===== src/rtl/adc_rr_pkg.sv =====
// Shared address map and sizes for the converter result registers.
// Assumes a narrow word-addressed register bus.
package adc_rr_pkg;
    localparam int ADDR_W = 3;
    localparam int NCH    = 2;
    localparam int CH_PRI = 0;
    localparam int CH_AUX = 1;

    typedef enum logic [ADDR_W-1:0] {
        REG_STAT = 3'd0,
        REG_MASK = 3'd1,
        REG_PRI  = 3'd2,
        REG_AUX  = 3'd3
    } reg_sel_e;
endpackage


===== src/rtl/adc_rr_chan.sv =====
// One converter holding register plus its ready flag.
// Assumes done_i is a single-cycle strobe qualified by din_i in the same cycle.
module adc_rr_chan #(
    parameter int DATA_W = 24
) (
    input  logic              clk,
    input  logic              rst_n,
    input  logic              done_i,
    input  logic              en_i,
    input  logic [DATA_W-1:0] din_i,
    input  logic              clr_i,
    input  logic              pwrdn_i,
    output logic [DATA_W-1:0] dout_o,
    output logic              rdy_o
);
    logic load;

    // A word may enter when the flag is free, being freed now, or the lock is lifted.
    assign load = en_i & done_i & (~rdy_o | clr_i | pwrdn_i);

    // Capture the word and keep the ready flag.
    always_ff @(posedge clk) begin
        if (!rst_n) begin
            dout_o <= '0;
            rdy_o  <= 1'b0;
        end else begin
            if (load) begin
                dout_o <= din_i;
                rdy_o  <= 1'b1;
            end else if (clr_i) begin
                rdy_o  <= 1'b0;
            end
        end
    end
endmodule


===== src/rtl/adc_rr_clear.sv =====
// Decides whether the current bus access clears all ready flags.
// Assumes bus_rd is high for exactly one cycle per read.
module adc_rr_clear
    import adc_rr_pkg::*;
(
    input  logic              rd_i,
    input  logic [ADDR_W-1:0] addr_i,
    input  logic              pri_en_i,
    output logic              clr_o
);
    // Primary read clears; auxiliary read clears only when primary is off.
    always_comb begin
        clr_o = 1'b0;
        if (rd_i) begin
            if (addr_i == REG_PRI)
                clr_o = 1'b1;
            else if (addr_i == REG_AUX && !pri_en_i)
                clr_o = 1'b1;
        end
    end
endmodule


===== src/rtl/adc_rr_irq.sv =====
// Interrupt mask register and masked OR of ready flags.
// Assumes wr_i is already qualified by the mask address.
module adc_rr_irq #(
    parameter int NCH = 2
) (
    input  logic           clk,
    input  logic           rst_n,
    input  logic           wr_i,
    input  logic [NCH-1:0] wdata_i,
    input  logic [NCH-1:0] rdy_i,
    output logic [NCH-1:0] mask_o,
    output logic           irq_o
);
    // Hold the per-source enable bits.
    always_ff @(posedge clk) begin
        if (!rst_n)
            mask_o <= '0;
        else if (wr_i)
            mask_o <= wdata_i;
    end

    // Any unmasked ready flag raises the interrupt.
    assign irq_o = |(rdy_i & mask_o);
endmodule


===== src/rtl/adc_result_regs.sv =====
// Top: two converter holding registers with read-clear ready lock,
// a read-only status view, a mask register and one interrupt.
// Assumes DATA_W <= BUS_W and single-cycle bus strobes.
module adc_result_regs
    import adc_rr_pkg::*;
#(
    parameter int DATA_W = 24,
    parameter int BUS_W  = 32
) (
    input  logic              clk,
    input  logic              rst_n,
    input  logic [ADDR_W-1:0] bus_addr,
    input  logic              bus_wr,
    input  logic              bus_rd,
    input  logic [BUS_W-1:0]  bus_wdata,
    output logic [BUS_W-1:0]  bus_rdata,
    input  logic              pri_en,
    input  logic              aux_en,
    input  logic              core_pd,
    input  logic              pri_done,
    input  logic [DATA_W-1:0] pri_data,
    input  logic              aux_done,
    input  logic [DATA_W-1:0] aux_data,
    output logic              irq
);
    logic [NCH-1:0]             done_v;
    logic [NCH-1:0]             en_v;
    logic [NCH-1:0]             rdy_v;
    logic [NCH-1:0]             mask_v;
    logic [NCH-1:0][DATA_W-1:0] din_v;
    logic [NCH-1:0][DATA_W-1:0] dout_v;
    logic                       clr_all;
    logic                       unused_wdata;

    assign done_v[CH_PRI] = pri_done;
    assign done_v[CH_AUX] = aux_done;
    assign en_v[CH_PRI]   = pri_en;
    assign en_v[CH_AUX]   = aux_en;
    assign din_v[CH_PRI]  = pri_data;
    assign din_v[CH_AUX]  = aux_data;
    assign unused_wdata   = ^bus_wdata[BUS_W-1:NCH];

    adc_rr_clear u_clr (
        .rd_i     (bus_rd),
        .addr_i   (bus_addr),
        .pri_en_i (pri_en),
        .clr_o    (clr_all)
    );

    for (genvar g = 0; g < NCH; g++) begin : g_ch
        adc_rr_chan #(.DATA_W(DATA_W)) u_ch (
            .clk     (clk),
            .rst_n   (rst_n),
            .done_i  (done_v[g]),
            .en_i    (en_v[g]),
            .din_i   (din_v[g]),
            .clr_i   (clr_all),
            .pwrdn_i (core_pd),
            .dout_o  (dout_v[g]),
            .rdy_o   (rdy_v[g])
        );
    end

    adc_rr_irq #(.NCH(NCH)) u_irq (
        .clk     (clk),
        .rst_n   (rst_n),
        .wr_i    (bus_wr && (bus_addr == REG_MASK)),
        .wdata_i (bus_wdata[NCH-1:0]),
        .rdy_i   (rdy_v),
        .mask_o  (mask_v),
        .irq_o   (irq)
    );

    // Read multiplexer; unselected and unused bits return zero.
    always_comb begin
        bus_rdata = '0;
        case (reg_sel_e'(bus_addr))
            REG_STAT: bus_rdata[NCH-1:0]    = rdy_v;
            REG_MASK: bus_rdata[NCH-1:0]    = mask_v;
            REG_PRI:  bus_rdata[DATA_W-1:0] = dout_v[CH_PRI];
            REG_AUX:  bus_rdata[DATA_W-1:0] = dout_v[CH_AUX];
            default:  bus_rdata = '0;
        endcase
    end
endmodule


===== config.mk =====
export PLATFORM = sky130hd
export DESIGN_NAME = adc_result_regs
export DESIGN_NICKNAME = d
export VERILOG_FILES = /design/src/rtl/adc_rr_pkg.sv /design/src/rtl/adc_rr_chan.sv /design/src/rtl/adc_rr_clear.sv /design/src/rtl/adc_rr_irq.sv /design/src/rtl/adc_result_regs.sv
export SDC_FILE = /design/constraint.sdc
export NUM_CORES = 1
export LEC_CHECK = 0
export ABC_CLOCK_PERIOD_IN_PS = 2900
export BUFFER_PORTS_ARGS = -buffer_cell sky130_fd_sc_hd__buf_2
export CAP_MARGIN = 20
export CORE_MARGIN = 4
export CORE_UTILIZATION = 45
export DETAILED_ROUTE_END_ITERATION = 16
export PLACE_DENSITY = 0.85
export SETUP_SLACK_MARGIN = 0.2
export SLEW_MARGIN = 10
export SYNTH_ARGS = -nofsm -noshare
export SYNTH_HDL_FRONTEND = slang
export SYNTH_SLANG_ARGS = --single-unit

===== constraint.sdc =====
create_clock -name clk -period 2.9 [get_ports clk]
set_clock_uncertainty 0.05 [all_clocks]
set_input_delay 0.29 -clock clk [delete_from_list [all_inputs] [get_ports clk]]
set_output_delay 0.29 -clock clk [all_outputs]
set_load 0.02 [all_outputs]

### After elaboration in Yosys (flattened, before gate mapping)

Index checks and enable logic that the tools add are counted.

* bitwise logic cells: 11
* equal/unequal tests: 3
* reduce and logical (&&, ||, !) cells: 7
* mux-type cells: 8

Operator list (count)
* $pmux W22 S2: 1
* $pmux W2 S4: 1
* $eq A3 B2 Y1 const B: 2
* $mux W1: 6
* $and A1 B1 Y1: 4
* $or A1 B1 Y1: 4
* $reduce_bool A2 Y1: 2
* $eq A3 B1 Y1 const B: 1
* $logic_not A3 Y1: 1
* $and A2 B2 Y2: 1
* $logic_and A1 B1 Y1: 2
* $not A1 Y1: 2
* $reduce_or A2 Y1: 1
* $logic_not A1 Y1: 1

* word-level logic and storage cells: 34
* register bits after elaboration: 52
* output and inout port bits: 33
* input port bits: 92

### Longest topological paths before layout

* depth in word-level cells: 9
* depth in mapped cells: 6
* mapped depth without buffers: 4

### Hierarchy

From an unflattened synthesis, not the netlist that was laid out.

* cell total of the unflattened synthesis: 269
* area, all modules: 2522.4 um^2

Modules (own cells, without submodules)
* adc_rr_chan: seq. area each 500.5 um^2, instances 2, area an instance 1029.7 um^2, cells each 109
* adc_result_regs: seq. area each 0.0 um^2, instances 1, area an instance 365.4 um^2, cells each 42
* adc_rr_irq: seq. area each 40.0 um^2, instances 1, area an instance 81.3 um^2, cells each 7
* adc_rr_clear: seq. area each 0.0 um^2, instances 1, area an instance 16.3 um^2, cells each 2

### Least setup slack after synthesis

Ideal clock, no wire load.

* kind: input-to-output
* start: input port bus_addr[2]
* end: output port bus_rdata[10]
* setup slack: 1427 ps
* required time: 2560 ps
* arrival: 1133 ps
* buffers on the path: 1
* stages: 3
* cell sequence: nor3b_4 clkbuf_1 a22o_1

* cells in the longest elaborated chain, start to end: 2
* elaborated cells between the ends (all ways): 3
* those cells by class: eq/ne: 2; mux: 1

RTL lines
* from (decl): RTL line adc_result_regs.sv:12 `input logic [ADDR_W-1:0] bus_addr,`
* $eq A3 B2 Y1: RTL line adc_result_regs.sv:77 `case (reg_sel_e'(bus_addr))`
* $pmux W22 S2 (*): RTL line adc_result_regs.sv:77
* to (decl): RTL line adc_result_regs.sv:16 `output logic [BUS_W-1:0] bus_rdata,`

Mark *: on every way between the ends. The rest lies on a longest branch, timed or not.

### Worst setup path after layout

* start: input port bus_addr[1]
* end: output port bus_rdata[22]

The elaborated chain is that of the path after synthesis.

==> impl_results.md <==
- Peak supply drop: 0.277 mV
- #FFs+latches synth: 52
- Fmax: 491 MHz
- Hold endpoint: g_ch[0].u_ch.dout_o[13]
- Full die area: 6590 sq um
- Avg Cell Area, Syn: 8.77 sq um
- Largest net degree at the start of global routing: between 50 and 60
- Std-Cell Rows: 26
- # DRC: 0
- RSZ-0062 raised after global routing: false
- Most frequent cells in the layout: buf_2, nand2_1, dfxtp_1
- First-pass GRT wire length: 8.96 mm
- Maxcap violations: 0
- Tightest Hold Check Type: input pin to register
- Final Core Density: 57.0%
- Vias in the first global route: approximately 2000
- Per-cell routed wire length: approximately 13 um
- Status: completed
- Share of layout cells above drive strength 1: 28.3%
- Depth of the most critical reg-to-reg path: 3
- Global placement routability congestion: 0.838
- CP Class: input pin to primary output
- Leak: 1.31 nW
- Clock transition at path regs: roughly 80 ps
- Period utilization: 70.2%
- Cell taking the most area after synthesis: dfxtp_1
- Detail Route Antenna Nets: 0
- Top post-synthesis cells by area: dfxtp_1, nand2_1, mux2i_1
- Slew @ Worst Pin: 947 ps
- I/O Pins: 125
- Largest buffer count on any clock path: 2
- Clk_lat worst skew: 300 ps
- Layout area overhead: 21.5%
- Most common cell after layout, fill and taps aside: buf_2
- Initial Util: 46.9%
- FF-to-FF End: g_ch[0].u_ch.dout_o[11]
- Core area: 5140 sq um
- Reg2reg setup slack: 1170 ps
- Yosys warns: 0
- Setup TNS: 0 ps
- CTS Hold Buffers Added: 0
- Hold wc startpoint: pri_data[13]
- Reg-to-reg startpoint: g_ch[0].u_ch.rdy_o
- Vert. Die Dim: about 81 um
- Vias: 2135
- Setup-failing EPs final: 0
- Congestion Overflow GR: 0
- Startpoint Class: input pin
- Final HPWL DP: 3.84 mm
- Sink Count: between 50 and 60
- GR Util All Layers: 17.2%
- Cell area after synthesis: 2410 sq um
- H-tree depth: 2
- Sequential area share after synthesis: 43.2%
- Number of antenna violations at the first check in global routing: 0
- Post_cts resized: 0
- CTS root buffer: clkbuf_8
- N_diodes: 0
- Hold Fails Final Rpt: 0
- Initial DRC Count: 88
- CTS tree: built
- Max Slew Vio Count: 0
- CTS buffer count: 5
- Cells after Synth: 275
- Final WL: 5.51 mm
- Setup crit end kind: primary output
- WP data required: between 2000 and 3000 ps
- Post-synthesis cell type count: 24
- CP Data Arrival Time: about 1700 ps
- Vias/cell: ~5.1
- IO buf count: 86
- Worst hold path depth: 3
- Power per cell area: 472 nW/um^2
- Die width: 81.2 um
- NumNets Final: 441
- Drt pass-1 iters: 4
- Buffers inserted by post-CTS timing repair: 0
- Fin Hold WS: approximately 150 ps
- Worst relative slew slack: 36.8%
- Synth top area share: 43.2%
- Critical path peak fanout: 13
- Fin crit period: 2040 ps
sequential cells by signal, summed over array words and instances, names as in the netlist:
register,flops
g_ch.u_ch.dout_o,48
g_ch.u_ch.rdy_o,2
u_irq.mask_o,2
final cells by class:
type / count / area, sq um
Fill cell: 497 / 2210
Multi-Input combinational cell: 199 / 1220
Sequential cell: 52 / 1040
Timing Repair Buffer: 90 / 485
Clock buffer: 8 / 90.1
Tap cell: 70 / 87.6
Inverter: 1 / 3.75
kinds of logic (layout without fill, tap and decap cells):
group           count (synthesis)  in the layout  share of synthesized area (%)
compound gates                 51             51                           15.5
buf+inv                        31             99                           7.78
flops                          52             52                           43.2
mux                            28             28                           13.0
other cells                     1              8                          0.156
simple gates                  112            112                           20.4
through the flow:
step                      instance area [sq um]  std cells  setup slack [ps]  total power [mW]
final                                      2930        420               864              1.38
after global routing                       2930        420               745              1.45
after CTS                                  2930        420               827              1.40
after detailed placement                   2840        412               850             0.985
after global placement                     2840        412               846             0.978
after floorplan                            2440        282              1430             0.920
worst max-delay path by stage:
stage	start	to	slack [ps]	depth (start not counted)
floorplan	bus_addr[2]	bus_rdata[10]	1430	3
global placement	bus_addr[1]	bus_rdata[23]	850	5
detailed placement	bus_addr[1]	g_ch[0].u_ch.dout_o[3]	850	4
CTS	bus_addr[1]	bus_rdata[22]	830	5
global route	bus_addr[1]	bus_rdata[2]	750	5
finish	bus_addr[1]	bus_rdata[22]	860	5
Yosys cell counts, drive strengths merged:
cell,n
mux4,2
buf,13
nor3b,1
conb,1
dfxtp,52
nand4b,1
a21boi,2
and3b,1
nand3,24
o2bb2ai,1
nor2b,4
nor3,1
nand2,78
o21ai,24
inv,1
a31oi,1
mux2i,26
clkbuf,17
and2b,1
and3,1
a22o,23
worst max-delay path, cell delays in order:
cell     delay, ps
buf_2          150
nor3b_4        610
buf_4          310
a22o_1         160
buf_2          170
power by group:
group	switching, mW	internal [mW]
sequential	0.0200	0.752
clock	0.220	0.195
combinational	0.112	0.0837
total	0.352	1.03
metal layers:
metal  wire [um]  vias up  global-route usage (%)  share of wire (%)
met5           0        -                       0                  0
met4         112        0                    6.76                2.0
met3         316        9                    2.66                5.7
met2        2720       67                    30.6                 49
met1        2360      979                    20.8                 43
li1            -     1080                       -                  -
(Power assumes the default switching activity.)
